<file path="src/rtl/i2c_tgt_front.sv">
module i2c_tgt_front (
  input  logic       clk,
  input  logic       rst_n,
  input  logic       scl_i,
  input  logic       sda_i,
  output logic       sda_oe,
  input  logic       busy,
  output logic [7:0] rx_data,
  output logic       rx_valid,
  output logic       rx_first,
  output logic       tx_req,
  input  logic [7:0] tx_data
);

  typedef enum logic [2:0] {S_IDLE, S_RX, S_RACK, S_TX, S_TACK, S_WAIT} st_t;

  logic [2:0] scl_q, sda_q;
  st_t        st;
  logic [3:0] bitcnt;
  logic [7:0] sh;
  logic       first, rd, ack_ok, more;

  always_ff @(posedge clk or negedge rst_n)
    if (!rst_n) begin
      scl_q <= 3'b111;
      sda_q <= 3'b111;
    end else begin
      scl_q <= {scl_q[1:0], scl_i};
      sda_q <= {sda_q[1:0], sda_i};
    end

  wire scl_c = scl_q[1];
  wire scl_p = scl_q[2];
  wire sda_c = sda_q[1];
  wire sda_p = sda_q[2];
  wire scl_rise  = scl_c & ~scl_p;
  wire scl_fall  = ~scl_c & scl_p;
  wire start_det = scl_c & scl_p & sda_p & ~sda_c;
  wire stop_det  = scl_c & scl_p & ~sda_p & sda_c;

  always_ff @(posedge clk or negedge rst_n)
    if (!rst_n) begin
      st       <= S_IDLE;
      bitcnt   <= '0;
      sh       <= '0;
      first    <= 1'b0;
      rd       <= 1'b0;
      ack_ok   <= 1'b0;
      more     <= 1'b0;
      sda_oe   <= 1'b0;
      rx_data  <= '0;
      rx_valid <= 1'b0;
      rx_first <= 1'b0;
      tx_req   <= 1'b0;
    end else begin
      rx_valid <= 1'b0;
      tx_req   <= 1'b0;
      if (start_det) begin
        st     <= S_RX;
        bitcnt <= '0;
        first  <= 1'b1;
        rd     <= 1'b0;
        more   <= 1'b0;
        sda_oe <= 1'b0;
      end else if (stop_det) begin
        st     <= S_IDLE;
        sda_oe <= 1'b0;
      end else begin
        case (st)
          S_RX: begin
            if (scl_rise) begin
              sh     <= {sh[6:0], sda_c};
              bitcnt <= bitcnt + 4'd1;
              if (bitcnt == 4'd7) begin
                ack_ok <= ~busy;
                if (!busy) begin
                  rx_valid <= 1'b1;
                  rx_data  <= {sh[6:0], sda_c};
                  rx_first <= first;
                  if (first) rd <= sda_c;
                end
              end
            end else if (scl_fall && bitcnt == 4'd8) begin
              if (ack_ok) begin
                sda_oe <= 1'b1;
                st     <= S_RACK;
              end else begin
                st <= S_WAIT;
              end
            end
          end
          S_RACK: begin
            if (scl_rise && rd) tx_req <= 1'b1;
            if (scl_fall) begin
              bitcnt <= '0;
              first  <= 1'b0;
              if (rd) begin
                sh     <= tx_data;
                sda_oe <= ~tx_data[7];
                st     <= S_TX;
              end else begin
                sda_oe <= 1'b0;
                st     <= S_RX;
              end
            end
          end
          S_TX: begin
            if (scl_rise) bitcnt <= bitcnt + 4'd1;
            if (scl_fall) begin
              if (bitcnt == 4'd8) begin
                sda_oe <= 1'b0;
                bitcnt <= '0;
                st     <= S_TACK;
              end else begin
                sh     <= {sh[6:0], 1'b0};
                sda_oe <= ~sh[6];
              end
            end
          end
          S_TACK: begin
            if (scl_rise) begin
              if (!sda_c) begin
                tx_req <= 1'b1;
                more   <= 1'b1;
              end else begin
                st <= S_WAIT;
              end
            end else if (scl_fall && more) begin
              more   <= 1'b0;
              sh     <= tx_data;
              sda_oe <= ~tx_data[7];
              st     <= S_TX;
            end
          end
          default: ;
        endcase
      end
    end

  AST_START_RESET: assert property (@(posedge clk) disable iff (!rst_n)
    start_det |=> (!sda_oe && st == S_RX && bitcnt == 4'd0 && first));
  AST_STOP_RELEASE: assert property (@(posedge clk) disable iff (!rst_n)
    stop_det |=> (!sda_oe && st == S_IDLE));
  AST_RXV_PULSE: assert property (@(posedge clk) disable iff (!rst_n)
    rx_valid |=> !rx_valid);
  AST_OE_SCL_LOW: assert property (@(posedge clk) disable iff (!rst_n)
    !$stable(sda_oe) |-> (!$past(scl_c) || $past(start_det) || $past(stop_det)));
  AST_TXREQ_PULSE: assert property (@(posedge clk) disable iff (!rst_n)
    tx_req |=> !tx_req);
  AST_WAIT_QUIET: assert property (@(posedge clk) disable iff (!rst_n)
    (st == S_WAIT) |-> !sda_oe);

endmodule

</file>
<file path="config.mk">
export PLATFORM = sky130hd
export DESIGN_NAME = i2c_tgt_front
export DESIGN_NICKNAME = d
export VERILOG_FILES = /design/src/rtl/i2c_tgt_front.sv
export SDC_FILE = /design/constraint.sdc
export NUM_CORES = 1
export LEC_CHECK = 0
export BUFFER_PORTS_ARGS = -buffer_cell sky130_fd_sc_hd__clkbuf_2
export CORE_UTILIZATION = 30
export CTS_CLUSTER_SIZE = 20
export DETAILED_ROUTE_END_ITERATION = 12
export PLACE_DENSITY_LB_ADDON = 0.08
export SLEW_MARGIN = 20
export SYNTH_ARGS = -nofsm -noshare
export SYNTH_HDL_FRONTEND = slang
export SYNTH_SLANG_ARGS = --single-unit
</file>
<file path="constraint.sdc">
create_clock -name clk -period 1.9 [get_ports clk]
set_input_delay 0.19 -clock clk [delete_from_list [all_inputs] [get_ports clk]]
set_output_delay 0.19 -clock clk [all_outputs]
set_load 0.005 [all_outputs]
</file>
; Word-level counts from Yosys, hierarchy flattened
; Index checks and enable logic that the tools add are counted.
[totals]
reg_bits = 36
input_bits = 13
output_inout_bits = 12
elab_cells = 150
[op_classes]
addsub = 1
eq_ne = 27
muxes = 69
bitwise_logic = 16
n_reduce_logical = 23
[op_table]
columns = op, count
row1 = 7-bit 2-to-1 mux, 7
row2 = 1-bit 2-to-1 mux, 39
row3 = 3-bit 2-to-1 mux, 11
row4 = 4-bit != test (second input constant), 8
row5 = 7-bit one-hot mux with 4 select lines, 1
row6 = 4-bit 2-to-1 mux, 6
row7 = 2-bit != test (second input constant), 8
row8 = 8-bit AND reduction, 2
row9 = 2-bit nonzero test, 7
row10 = 3-bit one-hot mux with 4 select lines, 1
row11 = 4-bit one-hot mux with 3 select lines, 1
row12 = 6-bit AND reduction, 2
row13 = 5-bit != test (second input constant), 2
row14 = 10-bit AND reduction, 1
row15 = 1-bit NOT, 9
row16 = 4-bit nonzero test, 2
row17 = 1-bit bitwise AND, 7
row18 = 3-bit by 2-bit == test with 1-bit output (second input constant), 2
row19 = 3-bit AND reduction, 2
row20 = 6-bit nonzero test, 1
row21 = 5-bit AND reduction, 1
row22 = 4-bit by 1-bit adder with 4-bit output (second input constant), 1
row23 = 4-bit by 3-bit == test with 1-bit output (second input constant), 1
row24 = 4-bit == test (second input constant), 1
row25 = other kinds (11), 13

; Longest topological paths before layout
[depth]
ltp_word = 8
mapped_depth = 8
ltp_nobuf = 7

; Worst setup path after synthesis
; Ideal clock, no wire load.
[synth_path]
kind = register to register
from = register scl_q[1]
to = register sh[0]
setup_ns = 0.073
arrival_time_ns = 1.625
required_time_ns = 1.827
slack_ns = 0.202
path_stages_with_launch = 8
path_buffers = 2
synth_period_minus_slack_ns = 1.698
path_cell_list = dfstp_2 > nor4bb_1 > buf_4 > nand2b_4 > a221oi_4 > buf_6 > nor2_1 > a21oi_2
[synth_between]
elab_chain_len = 5
word_cells_on_any_way = 17
cone_classes = 5 x eq/ne / 10 x bitwise / 2 x reduce/logical
[synth_lines]
columns = item, line
row1 = from (decl), 17  ; logic [2:0] scl_q, sda_q;
row2 = from (signal assigned), 28  ; scl_q <= {scl_q[1:0], scl_i};
row3 = 1-bit NOT or 1-bit bitwise AND (tied branches), "37, 38, 39"
row4 = "1-bit bitwise AND, on equally long branches", "37, 38, 39"
row5 = "1-bit logical AND, or another cell as far along", 128  ; end else if (scl_fall && more) begin
row6 = 2-bit != test (no source line) or 1-bit NOT (tied branches), --
row7 = 10-bit AND reduction (no source line) *, --
row8 = to (signal assigned), 72  ; sh <= {sh[6:0], sda_c};
row9 = to (signal assigned), 115  ; sh <= {sh[6:0], 1'b0};
row10 = to (signal assigned), 130  ; sh <= tx_data;
row11 = to (decl), 20  ; logic [7:0] sh;
; Every way passes the cells marked *; elsewhere a longest branch is shown, timed or not.
; A chain may end at the register's enable or synchronous reset.

; Worst setup path after layout
[layout_path]
from = register st[2]
to = register sh[4]
[layout_between]
elab_chain_len = 3
word_cells_on_any_way = 14
cone_classes = 11 x eq/ne / 1 x mux / 2 x reduce/logical
[layout_lines]
columns = item, line
row1 = from (decl), 18  ; st_t st;
row2 = from (signal assigned), 43  ; st <= S_IDLE;
row3 = from (signal assigned), 59  ; st <= S_RX;
row4 = from (signal assigned), 66  ; st <= S_IDLE;
row5 = "3-bit == test, or another cell as far along", 69  ; case (st)
row6 = 4-bit nonzero test (no source line) or 2-bit != test (tied branches), --
row7 = 10-bit AND reduction (no source line), --
row8 = to (signal assigned), 72
row9 = to (signal assigned), 98  ; sh <= tx_data;
row10 = to (signal assigned), 115
; Parallel ways exist; a longest one is shown, timed or not.

==> impl_summary.md <==
Clock tree
After clock tree synthesis, the clock-pin slew on the worst setup and hold paths is 80 ps. The number of sinks on the clock net is 36. The total number of H-tree levels is 2. The CTS tree is done.

The clock passes through at most 2 buffers. The root buffer cell chosen for the clock tree is sky130_fd_sc_hd__clkbuf_8. The TritonCTS buffer count is 5.

At the later pin of the worst-skew pair, clock insertion delay measures 290 ps.

Critical path
By startpoint and endpoint, the worst setup path is classified as register to register. The data required time of the worst path is 2060 ps. The worst setup path is launched from a register. The cell type of the slowest stage on the worst timing path is sky130_fd_sc_hd__a221oi_4. Data arrives at the worst endpoint at 1990 ps. Along the worst path, the maximum fanout reaches 14. STA classifies the critical path endpoint as a register. The largest single stage delay on the critical path is 430 ps. Walking the worst path, the cells encountered are buf_4 > nor2b_1 > o21ai_0 > a221oi_4 > clkbuf_16 > a21oi_1.

Drt
The DRC violation count after routing is 0. The post-detailed-route wirelength per cell is 13.7 um. Summed over all layers, the routed wires come to 4140 um. The final route contains 1432 vias.

The DRC marker count from the first detailed-route iteration is 60. In the routed layout, each cell is associated on average with a via count of 4.74. The detailed-router iteration count before antenna repair is 4.

Once detail routing completed, the nets flagged for antenna violations numbered 0.

Yosys
The synthesized design contains 0 enable-type register cells. The parity-gate share of the synthesized area counting xor and xnor cells is 2.42%. The cell accounting for the most synthesized area is sky130_fd_sc_hd__dfrtp_1. After technology mapping, the gate count stands at 185. The multiplexer share of the synthesized area is 4.98%. The post-synth net total is 200. The combinational family with the most area after synthesis is simple AND/OR/NAND/NOR gates. The share of the synthesized area in compound gates (AO/OA/AOI/OAI) is 15.3%. For this run, the register share of the synthesized area comes to 50.2%. The area share of and/or/nand/nor cells after synthesis is 21.9%. The most used flip-flop cell after synthesis is sky130_fd_sc_hd__dfrtp_1.

Summed over its instances, the top area cell type makes up 41.5% of the synthesized netlist area. Synthesis instantiated 45 different standard cells from the library. Counting flops with an async set or reset pin after synthesis yields a share of 100%. The adder-cell share of the synthesized area is 1.38%. The synthesized area is 1810 sq um. A synthesized cell averages 9.77 sq um. By area the synthesized netlist is led by sky130_fd_sc_hd__dfrtp_1 (42%), sky130_fd_sc_hd__dfstp_2 (8.7%), sky130_fd_sc_hd__nand2_1 (7.3%). After synthesis the netlist holds a flip-flop and latch count of 36. The synthesis warning total is 0.

Place
Detailed placement ended at an HPWL of 3080 um. The congestion estimate from routability-driven global placement came to 0.883. The worst slack at placement is 25.1 ps. The placed instances occupy a cell area of 2120 sq um. In this run, placement finished with an instance count of 289. The quantity of I/O buffers inserted on ports is 24.

Power
The clock network fraction of total power is 20.3%. The switching power share of the total is 35.4%. The analysis attributes to cell leakage a power of 1.05 nW.

The cell-internal power is 1.92 mW. The total net switching power is 1.05 mW. Sequential cells account for 40.1% of the total power. In this run the power density over the cells is 1300 nW/um^2. The part of the power in combinational logic is 39.7%. The worst-case vdd ir drop is 0.504 mV.

Summing internal, switching and leakage power gives 2.97 mW.

Layout
The most common library cell in the layout ignoring fill and taps is sky130_fd_sc_hd__nand2_1. In the layout the commonest cells are sky130_fd_sc_hd__nand2_1 (35), sky130_fd_sc_hd__dfrtp_1 (29), sky130_fd_sc_hd__clkbuf_2 (24), sky130_fd_sc_hd__nor2_1 (18), sky130_fd_sc_hd__buf_4 (15). Once layout is done, the placed cells without fillers occupy 2290 sq um.

The core utilization of the finished layout is 40.7%. The finished layout holds 302 standard cells, fillers aside. The final layout contains 244 nets. The post-route netlist has 30.0% of its cells at a drive strength greater than 1.

0 antenna diodes ended up in the layout. From synthesis to final layout, the design area changed by 26.9%. The fill cell instance count of the final layout is 565.

Die
The initial core utilization is 32.0%. In this run the core area contains 27 standard-cell rows. Measured along the y axis, the die boundary spans 79.6 um. The die covers 6340 sq um.

The area of the core is 5640 sq um. 25 I/O pins were placed. From left edge to right edge, the die measures 79.6 um.

Global routing
The remaining global-route overflow is 0. The first-pass GRT wire length is 6670 um. The global-route usage over all layers is 13.9%.

The initial antenna violation count is 0. The via count of the first global-routing pass is 1390. Entering global routing, the biggest net connects 24 pins.

STA
The worst slew margin relative to its limit is 60.3%. The post-route worst hold slack is 206 ps. The max-slew violation count is 0. The final hold violation count came to 0.

For this run, the top clock speed supported by timing is 546 MHz. The slew of the pin with the lowest slew margin is 595 ps. Setup violations remaining at the end of the flow were counted as 0. The worst path needs 1830 ps of the cycle, external delays included. Setup repair after global routing left no endpoint under its margin. The worst path meets setup with 69.2 ps of slack.

After routing, the total negative slack on setup checks comes to 0 ps. The worst path uses 96.4% of the clock period. For the final database, setup skew stands at 12.8 ps.

Status
The run finished with clean final reports.

Run
Across the run, the number of max-cap violations was 0.

Hold path
The type of the most critical hold path is primary input to register.
final cells by class:
class / instances / area, sq um / area share (%)
flip-flops and latches: 36 / 910 / 39.6
multi-input cells: 135 / 845 / 36.8
repair buffers: 45 / 328 / 14.3
clock buffers: 8 / 100 / 4.36
well taps: 72 / 90.1 / 3.93
inverters: 6 / 22.5 / 0.981
routing by layer:
metal	GRT usage (%)	wire length [um]	vias to the layer above
li1	-	-	714
met1	18.0	2000	678
met2	21.9	1880	31
met3	4.23	183	9
met4	4.36	70	0
met5	0	0	-
synth_stat cells, types with 2 or more instances:
| cell | n |
|---|---|
| sky130_fd_sc_hd__nand2_1 | 35 |
| sky130_fd_sc_hd__dfrtp_1 | 30 |
| sky130_fd_sc_hd__nor2_1 | 18 |
| sky130_fd_sc_hd__a21oi_1 | 13 |
| sky130_fd_sc_hd__mux2i_1 | 9 |
| sky130_fd_sc_hd__o21ai_0 | 7 |
| sky130_fd_sc_hd__dfstp_2 | 6 |
| sky130_fd_sc_hd__nor2b_1 | 6 |
| sky130_fd_sc_hd__inv_1 | 5 |
| sky130_fd_sc_hd__nand2b_1 | 5 |
| sky130_fd_sc_hd__buf_2 | 4 |
| sky130_fd_sc_hd__a21oi_2 | 3 |
| sky130_fd_sc_hd__a31oi_1 | 3 |
| sky130_fd_sc_hd__xor2_1 | 3 |
| sky130_fd_sc_hd__a211oi_1 | 2 |
| sky130_fd_sc_hd__a22oi_1 | 2 |
| sky130_fd_sc_hd__clkbuf_1 | 2 |
| sky130_fd_sc_hd__ha_1 | 2 |
| sky130_fd_sc_hd__nor3b_1 | 2 |
| sky130_fd_sc_hd__o22ai_1 | 2 |
| sky130_fd_sc_hd__xnor2_1 | 2 |
cell families after synthesis:
kind of cell	count (synthesis)
fa+ha+maj	2
flops	36
buf+inv	14
mux	9
compound gates	40
xor+xnor	5
simple gates	79
power by group through the flow:
stage               sequential (mW)  combinational, mW  clock (mW)
floorplan                      1.14              0.796           0
global placement               1.20               1.10           0
detailed placement             1.20               1.11           0
CTS                            1.19               1.12       0.625
global route                   1.22               1.30       0.663
finish                         1.19               1.18       0.603
what timing repair did:
action                                  CTS  global route
hold buffers                              3             0
setup buffers                             0             1
resized for setup                         0             4
endpoints found under the setup margin    0             8
endpoints found under the hold margin    22             0
critical path, delay by kind of cell (launching register included):
family | cells | cell delay (ps)
compound gates | 3 | 700
buf+inv | 2 | 410
flops | 1 | 390
simple gates | 1 | 210
flip-flops by register name, summed over array words and instances (netlist names), 3 cells and up:
name     cells
bitcnt       4
rx_data      8
scl_q        3
sda_q        3
sh           7
st           3
final timing paths:
path                                    start                     end  slack [ps]  cells past startpoint
max                         st[2]$_DFFE_PN0P_       sh[4]$_DFFE_PN0P_          70                      6
min                                tx_data[1]       sh[1]$_DFFE_PN0P_         210                      3
max reg2reg                 st[2]$_DFFE_PN0P_       sh[4]$_DFFE_PN0P_          70                      6
min reg2reg                sda_q[0]$_DFF_PN1_      sda_q[1]$_DFF_PN1_         360                      0
max in group asynchronous               rst_n      scl_q[0]$_DFF_PN1_         830                      3
min in group asynchronous               rst_n  rx_data[6]$_DFFE_PN0P_         440                      2
Power figures use the tool's default switching activity.
